--- src/rtl/spread_pkg.sv ---
package spread_pkg;

    // Largest cyclic prefix, in chips
    localparam int EXT_MAX = 2;

    // One chip handed from the sequencer to the I/Q stage
    typedef struct packed {
        logic vld;   // a chip is sent on this strobe
        logic val;   // chip value
        logic odd;   // odd stream position -> quadrature rail
    } spread_chip_t;

    // Root word, chip 0 in the most significant used bit
    function automatic logic [15:0] root_word(input int n);
        return (n == 8) ? 16'h005C : 16'h2F53;
    endfunction

    // Mask of the odd-indexed chips (chip i lives at bit n-1-i)
    function automatic logic [15:0] odd_chip_mask(input int n);
        logic [15:0] m;
        m = '0;
        for (int i = 1; i < n; i += 2) begin
            m[n-1-i] = 1'b1;
        end
        return m;
    endfunction

    // Prefix lengths above the maximum fall back to the maximum
    function automatic logic [1:0] clamp_ext(input logic [1:0] e);
        return (e > 2'(EXT_MAX)) ? 2'(EXT_MAX) : e;
    endfunction

endpackage

--- src/rtl/spread_codegen.sv ---
module spread_codegen
    import spread_pkg::*;
#(
    parameter int NCHIP = 16
) (
    input  logic [3:0]       sym,
    output logic [NCHIP-1:0] word
);
    localparam int RW = $clog2(NCHIP);
    localparam logic [15:0] ROOT16 = root_word(NCHIP);
    localparam logic [15:0] MASK16 = odd_chip_mask(NCHIP);
    localparam logic [NCHIP-1:0] ROOT = ROOT16[NCHIP-1:0];
    localparam logic [NCHIP-1:0] OMASK = MASK16[NCHIP-1:0];

    logic [RW-1:0]      rot;
    logic [NCHIP-1:0]   base;
    logic [2*NCHIP-1:0] dbl;

    // Rotation step depends on the code length
    generate
        if (NCHIP == 16) begin : g_rot_double
            assign rot = {sym[2:0], 1'b0};
        end else begin : g_rot_single
            assign rot = RW'(sym[2:0]);
        end
    endgenerate

    // Inversion first, then rotation
    always_comb begin
        base = sym[3] ? (ROOT ^ OMASK) : ROOT;
        dbl  = {base, base} >> rot;
        word = dbl[NCHIP-1:0];
    end
endmodule

--- src/rtl/spread_sequencer.sv ---
module spread_sequencer
    import spread_pkg::*;
#(
    parameter int NCHIP = 16
) (
    input  logic         clk,
    input  logic         rst,
    input  logic         chip_en,
    input  logic         sym_valid,
    input  logic [3:0]   sym_data,
    input  logic [1:0]   ext_len,
    output logic         sym_ready,
    output spread_chip_t chip_out
);
    localparam int PW = $clog2(NCHIP + EXT_MAX);

    logic [NCHIP-1:0] gen_word;
    logic [NCHIP-1:0] word_q;
    logic [PW-1:0]    pos_q;
    logic [PW-1:0]    last_q;
    logic [1:0]       ext_q;
    logic             busy_q;

    logic             at_end, accept, advance;
    logic [1:0]       ext_c, n_ext;
    logic [PW-1:0]    n_pos, idx;
    logic [NCHIP-1:0] n_word, shifted;

    spread_codegen #(.NCHIP(NCHIP)) u_codegen (
        .sym  (sym_data),
        .word (gen_word)
    );

    assign ext_c     = clamp_ext(ext_len);
    assign at_end    = !busy_q || (pos_q == last_q);
    assign sym_ready = chip_en && at_end;
    assign accept    = sym_ready && sym_valid;
    assign advance   = chip_en && busy_q && (pos_q != last_q);

    // Chip due on this strobe: prefix chips come from the codeword tail
    always_comb begin
        n_word = accept ? gen_word : word_q;
        n_pos  = accept ? '0 : pos_q + PW'(1);
        n_ext  = accept ? ext_c : ext_q;
        if (n_pos < PW'(n_ext)) begin
            idx = PW'(NCHIP) - PW'(n_ext) + n_pos;
        end else begin
            idx = n_pos - PW'(n_ext);
        end
        shifted       = n_word << idx;
        chip_out.vld  = accept || advance;
        chip_out.val  = shifted[NCHIP-1];
        chip_out.odd  = n_pos[0];
    end

    always_ff @(posedge clk) begin
        if (rst) begin
            busy_q <= 1'b0;
            pos_q  <= '0;
            last_q <= '0;
            ext_q  <= '0;
            word_q <= '0;
        end else if (chip_en) begin
            if (accept) begin
                busy_q <= 1'b1;
                pos_q  <= '0;
                ext_q  <= ext_c;
                last_q <= PW'(NCHIP - 1) + PW'(ext_c);
                word_q <= gen_word;
            end else if (advance) begin
                pos_q <= pos_q + PW'(1);
            end else begin
                busy_q <= 1'b0;
            end
        end
    end

    // An accepted symbol starts at stream position 0
    assert_accept_starts_R8: assert property (@(posedge clk) disable iff (rst)
        accept |=> (busy_q && pos_q == '0));

    // Mid-symbol strobes step the position by one
    assert_pos_steps_R5: assert property (@(posedge clk) disable iff (rst)
        advance |=> (pos_q == $past(pos_q) + PW'(1)));

    // Symbol length stays within N..N+2 chips
    assert_len_clamped_R6: assert property (@(posedge clk) disable iff (rst)
        busy_q |-> (last_q >= PW'(NCHIP - 1) && last_q <= PW'(NCHIP + EXT_MAX - 1)));

    // Last chip with nothing offered leaves the block idle
    assert_goes_idle_R9: assert property (@(posedge clk) disable iff (rst)
        (chip_en && busy_q && pos_q == last_q && !sym_valid) |=> !busy_q);
endmodule

--- src/rtl/spread_iq_split.sv ---
module spread_iq_split
    import spread_pkg::*;
(
    input  logic         clk,
    input  logic         rst,
    input  logic         chip_en,
    input  spread_chip_t chip_in,
    output logic         chip_i,
    output logic         chip_q,
    output logic         chip_vld
);
    always_ff @(posedge clk) begin
        if (rst) begin
            chip_i   <= 1'b0;
            chip_q   <= 1'b0;
            chip_vld <= 1'b0;
        end else if (chip_en) begin
            chip_vld <= chip_in.vld;
            if (chip_in.vld) begin
                if (chip_in.odd) begin
                    chip_q <= chip_in.val;
                end else begin
                    chip_i <= chip_in.val;
                end
            end
        end
    end

    // Outputs move only on strobes
    assert_hold_between_strobes_R10: assert property (@(posedge clk) disable iff (rst)
        !chip_en |=> ($stable(chip_i) && $stable(chip_q) && $stable(chip_vld)));

    // An even-position chip leaves the quadrature rail alone
    assert_even_keeps_q_R7: assert property (@(posedge clk) disable iff (rst)
        (chip_en && chip_in.vld && !chip_in.odd) |=> $stable(chip_q));

    // An odd-position chip leaves the in-phase rail alone
    assert_odd_keeps_i_R7: assert property (@(posedge clk) disable iff (rst)
        (chip_en && chip_in.vld && chip_in.odd) |=> $stable(chip_i));

    // An empty strobe drops the valid flag
    assert_idle_drops_vld_R9: assert property (@(posedge clk) disable iff (rst)
        (chip_en && !chip_in.vld) |=> !chip_vld);
endmodule

--- src/rtl/chip_spreader.sv ---
module chip_spreader
    import spread_pkg::*;
#(
    parameter int NCHIP = 16
) (
    input  logic       clk,
    input  logic       rst,
    input  logic       chip_en,
    input  logic       sym_valid,
    input  logic [3:0] sym_data,
    input  logic [1:0] ext_len,
    output logic       sym_ready,
    output logic       chip_i,
    output logic       chip_q,
    output logic       chip_vld
);
    spread_chip_t next_chip;

    spread_sequencer #(.NCHIP(NCHIP)) u_seq (
        .clk       (clk),
        .rst       (rst),
        .chip_en   (chip_en),
        .sym_valid (sym_valid),
        .sym_data  (sym_data),
        .ext_len   (ext_len),
        .sym_ready (sym_ready),
        .chip_out  (next_chip)
    );

    spread_iq_split u_split (
        .clk      (clk),
        .rst      (rst),
        .chip_en  (chip_en),
        .chip_in  (next_chip),
        .chip_i   (chip_i),
        .chip_q   (chip_q),
        .chip_vld (chip_vld)
    );
endmodule

--- config.mk ---
export PLATFORM = sky130hd
export DESIGN_NAME = chip_spreader
export DESIGN_NICKNAME = d
export VERILOG_FILES = /design/src/rtl/spread_pkg.sv /design/src/rtl/spread_codegen.sv /design/src/rtl/spread_sequencer.sv /design/src/rtl/spread_iq_split.sv /design/src/rtl/chip_spreader.sv
export SDC_FILE = /design/constraint.sdc
export NUM_CORES = 1
export LEC_CHECK = 0
export CORE_MARGIN = 10
export CORE_UTILIZATION = 30
export CTS_BUF_LIST = sky130_fd_sc_hd__clkbuf_4 sky130_fd_sc_hd__clkbuf_8
export DETAILED_ROUTE_END_ITERATION = 10
export PLACE_DENSITY = 0.45
export SYNTH_ARGS = -nofsm -noshare
export SYNTH_HDL_FRONTEND = slang
export SYNTH_HIERARCHICAL = 1
export SYNTH_SLANG_ARGS = --single-unit
--- constraint.sdc ---
create_clock -name clk -period 5.35 [get_ports clk]
set_input_delay 1.07 -clock clk [delete_from_list [all_inputs] [get_ports clk]]
set_output_delay 1.07 -clock clk [all_outputs]
set_load 0.03 [all_outputs]
==> flow_summary.ini, run 1 <==
[run_status]
status = finished, final reports clean

[detailed_routing]
wire_per_inst_um = 13.60
topRoutingLayerUsed = met4
drt-met1-wl_um = 2138
drtIter0Drc = 50
route.met2.wl_um = 1987
num_vias = 1457
drc = 0
wl_met3_um = 139
routed_wl_um = 4312
ant_nets = 0
first_pass_iters = 4
vias_per_cell = 4.596

[yosys]
syn_avg_cell_area_sq_um = 8.742
synth_fp_nets = 251
synth-seq-cells = 30
netlist_instances = 229
ys_types = 48
yosys_warnings = 6
synth_area_sq_um = 2002
ys_seq_area_share_pct = 30.00
synthFlopType = dfxtp_1
synth-edff-count = 0
async_reset_ff_share_pct = 0

[critical_path]
slowest_delay_ns = 0.62
cp.required_ns = 5.52
worstPathArrival_ns = 4.83
cp-start-kind = primary input
r2r_cells = 17
cp_max_fo = 8
end_kind = register
r2r-end = u_split/chip_q
crit_chain = clkdlybuf4s50_1, nand2_1, or2_2, nor3b_1, a21o_1, ha_1, inv_1, ha_1, fa_1, a211oi_1, a31o_1, mux4_2, nand3b_1, o31ai_2, nand2b_1, mux2i_1
critical_path.most_common_cell = ha_1
r2r-start = u_seq/pos_q[2]
path_class = primary input to register
rrSetupSlack_ns = 1.21
slowest_stage = clkdlybuf4s50_1
startpoint = chip_en
critPathCapture = u_split/chip_q

[sta]
fin_setup_tns_ns = 0
worstMarginPinSlew_ns = 0.5633
min_period_over_period_pct = 87.00
rsz0062_at_grt = no
max_freq_ghz = 0.2148
post-route-min-period_ns = 4.655
slew_viol_final = 0
slew_headroom_pct = 62.41
setup_viol = 0
fin_skew_ns = 0.004351
hold_viol = 0

[pwr]
p_total_uw = 587.9
cellLeakagePower_nw = 0.9567
peakVddDrop_v = 0.0001093
p_per_area_nw_per_um2 = 261.3

[worst_hold_path]
min_delay_path_depth = 2
hp-class = register to register

[clock_tree]
insertion_delay_ns = 0.28
cts_buffer_depth = 2
path_clk_slew_ns = 0.06
cts_sinks = 30
hold_buffers = 0
cts-buffers-inserted = 5
cts_root_buffer = clkbuf_8
cts_resized = 0
post_cts_buffers = 0
cts_tree = yes
cts.htree.levels = 2

[global_route]
antenna_found_initial = 0
grt_max_degree = 32
grt_util_all_layers_pct = 8.798
overflow = 0
grt_first_pass_wirelength_um = 7203
grt_pass1_vias = 1477

[layout]
n_antenna_cell = 0
fillCellCount = 686
multiInputGateArea_sq_um = 1256
drive_above_1_share_pct = 10.00
seq_area_sq_um = 600.6
fin_nets = 261
syn_to_final_growth_pct = 12.38
finalNonFillerCells = 317

[die]
core_area_sq_um = 6422
initial_utilization_pct = 31.17
rows = 29
io-pin-count = 14
die_y_um = 101.7
dieWidth_um = 101.7
die_area_sq_um = 10340

[placement]
gp_congestion = 0.7622
hpwlAfterDp_um = 3216
place_inst = 309
portBuffers = 13

[job]
cap_violations = 0
sequential cells by signal (all words and copies together) (netlist names):
register          flops
u_seq/word_q         16
u_split/chip_i        1
u_split/chip_vld      1
u_seq/pos_q           5
u_seq/busy_q          1
u_seq/last_q          3
u_split/chip_q        1
u_seq/ext_q           2
per-layer routing:
| layer | GRT usage [%] | vias up |
|---|---|---|
| li1 | - | 793 |
| met1 | 11.14 | 646 |
| met2 | 13.62 | 12 |
| met3 | 2.791 | 6 |
| met4 | 3.300 | 0 |
| met5 | 0 | - |
worst min path at each step:
stage                       to  slack, ns             from
2_1_floorplan  u_seq/word_q[8]       0.45  u_seq/word_q[8]
3_3_place_gp   u_seq/word_q[8]       0.47  u_seq/word_q[8]
3_5_place_dp   u_seq/word_q[8]       0.48  u_seq/word_q[8]
4_1_cts         u_split/chip_i       0.49   u_split/chip_i
5_1_grt         u_split/chip_i       0.49   u_split/chip_i
6_report        u_split/chip_i       0.48   u_split/chip_i
per-stage QoR:
step / worst slack, ns / hold slack [ns] / cell area, sq um / util, %
final: 0.6953 / 0.4814 / 2250 / 35.03
after global routing: 0.3894 / 0.4914 / 2250 / 35.03
after CTS: 0.6884 / 0.4878 / 2250 / 35.03
after detailed placement: 0.4022 / 0.4769 / 2155 / 33.55
after global placement: 0.4835 / 0.4675 / 2155 / 33.55
after floorplan: 1.135 / 0.4489 / 2002 / -
power breakdown:
part           internal [mW]  switching (mW)
Sequential             0.235         0.00504
Clock                  0.109          0.0886
Combinational         0.0692          0.0816
cell type report:
cell class,instances,share of cell area [%]
Clock buffer,7,4.004
Clock inverter,1,0.2225
Inverter,15,2.503
Multi-Input combinational cell,172,55.84
Sequential cell,30,26.70
Tap cell,77,4.283
Timing Repair Buffer,15,6.452
critical path, delay by kind of cell:
kind | cells | cell delay [ns]
fa+ha+maj | 3 | 0.83
simple gates | 5 | 1.00
compound gates | 4 | 0.64
mux | 2 | 0.59
buf+inv | 2 | 0.68
cells in the mapped netlist, types with 2 or more instances:
| library cell | instances | area share (%) |
|---|---|---|
| a21oi_1 | 10 | 2.5 |
| a22o_1 | 2 | 0.88 |
| buf_4 | 3 | 1.1 |
| buf_6 | 3 | 1.7 |
| clkbuf_1 | 3 | 0.56 |
| dfxtp_1 | 30 | 30 |
| fa_1 | 2 | 2.0 |
| ha_1 | 10 | 6.3 |
| inv_1 | 13 | 2.4 |
| inv_2 | 2 | 0.38 |
| mux2i_1 | 30 | 15 |
| nand2_1 | 15 | 2.8 |
| nand2b_1 | 4 | 1.2 |
| nand3_1 | 5 | 1.2 |
| nand3b_1 | 3 | 1.1 |
| nor2_1 | 31 | 5.8 |
| nor2b_1 | 3 | 0.94 |
| nor3_1 | 4 | 1.0 |
| o21ai_0 | 8 | 2.0 |
| o21ai_1 | 3 | 0.75 |
| or2_2 | 3 | 0.94 |
| xnor2_1 | 11 | 4.8 |
| xor2_1 | 6 | 2.6 |
cells by family after synthesis:
group / count (synthesis) / share of synthesized area (%)
and+or+nand+nor: 76 / 18.56
AOI/OAI and AO/OA: 35 / 11.50
muxes: 31 / 16.13
DFF: 30 / 30.00
buffers and inverters: 27 / 7.625
xor gates and xnor gates: 17 / 7.437
adders and majority gates: 13 / 8.750
cells in the final DEF, fill, tap and decap left out, types with 2 or more instances in the layout:
cell type	synthesis	routed
clkbuf_8	0	6
nand3_1	5	5
inv_2	2	2
a22o_1	2	2
xor2_1	6	6
clkdlybuf4s50_1	0	13
inv_1	13	13
buf_4	3	2
mux2i_1	30	30
dfxtp_1	30	30
nand2_1	15	15
fa_1	2	2
a21oi_1	10	10
nor3_1	4	4
xnor2_1	11	11
nand2b_1	4	4
nand3b_1	3	3
o21ai_1	3	3
or2_2	3	3
nor2_1	31	31
ha_1	10	10
nor2b_1	3	3
o21ai_0	8	8
Power figures use the tool's default switching activity.
==> run 2: changes to the inputs <==
--- a/config.mk
+++ b/config.mk
@@ -10,6 +10,7 @@
 export CTS_BUF_LIST = sky130_fd_sc_hd__clkbuf_4 sky130_fd_sc_hd__clkbuf_8
 export DETAILED_ROUTE_END_ITERATION = 10
 export PLACE_DENSITY = 0.45
+export SLEW_MARGIN = 30
 export SYNTH_ARGS = -nofsm -noshare
 export SYNTH_HDL_FRONTEND = slang
 export SYNTH_HIERARCHICAL = 1
==> results of run 2 <==
The final DEF is identical to that of run 1; final timing and power are the same.
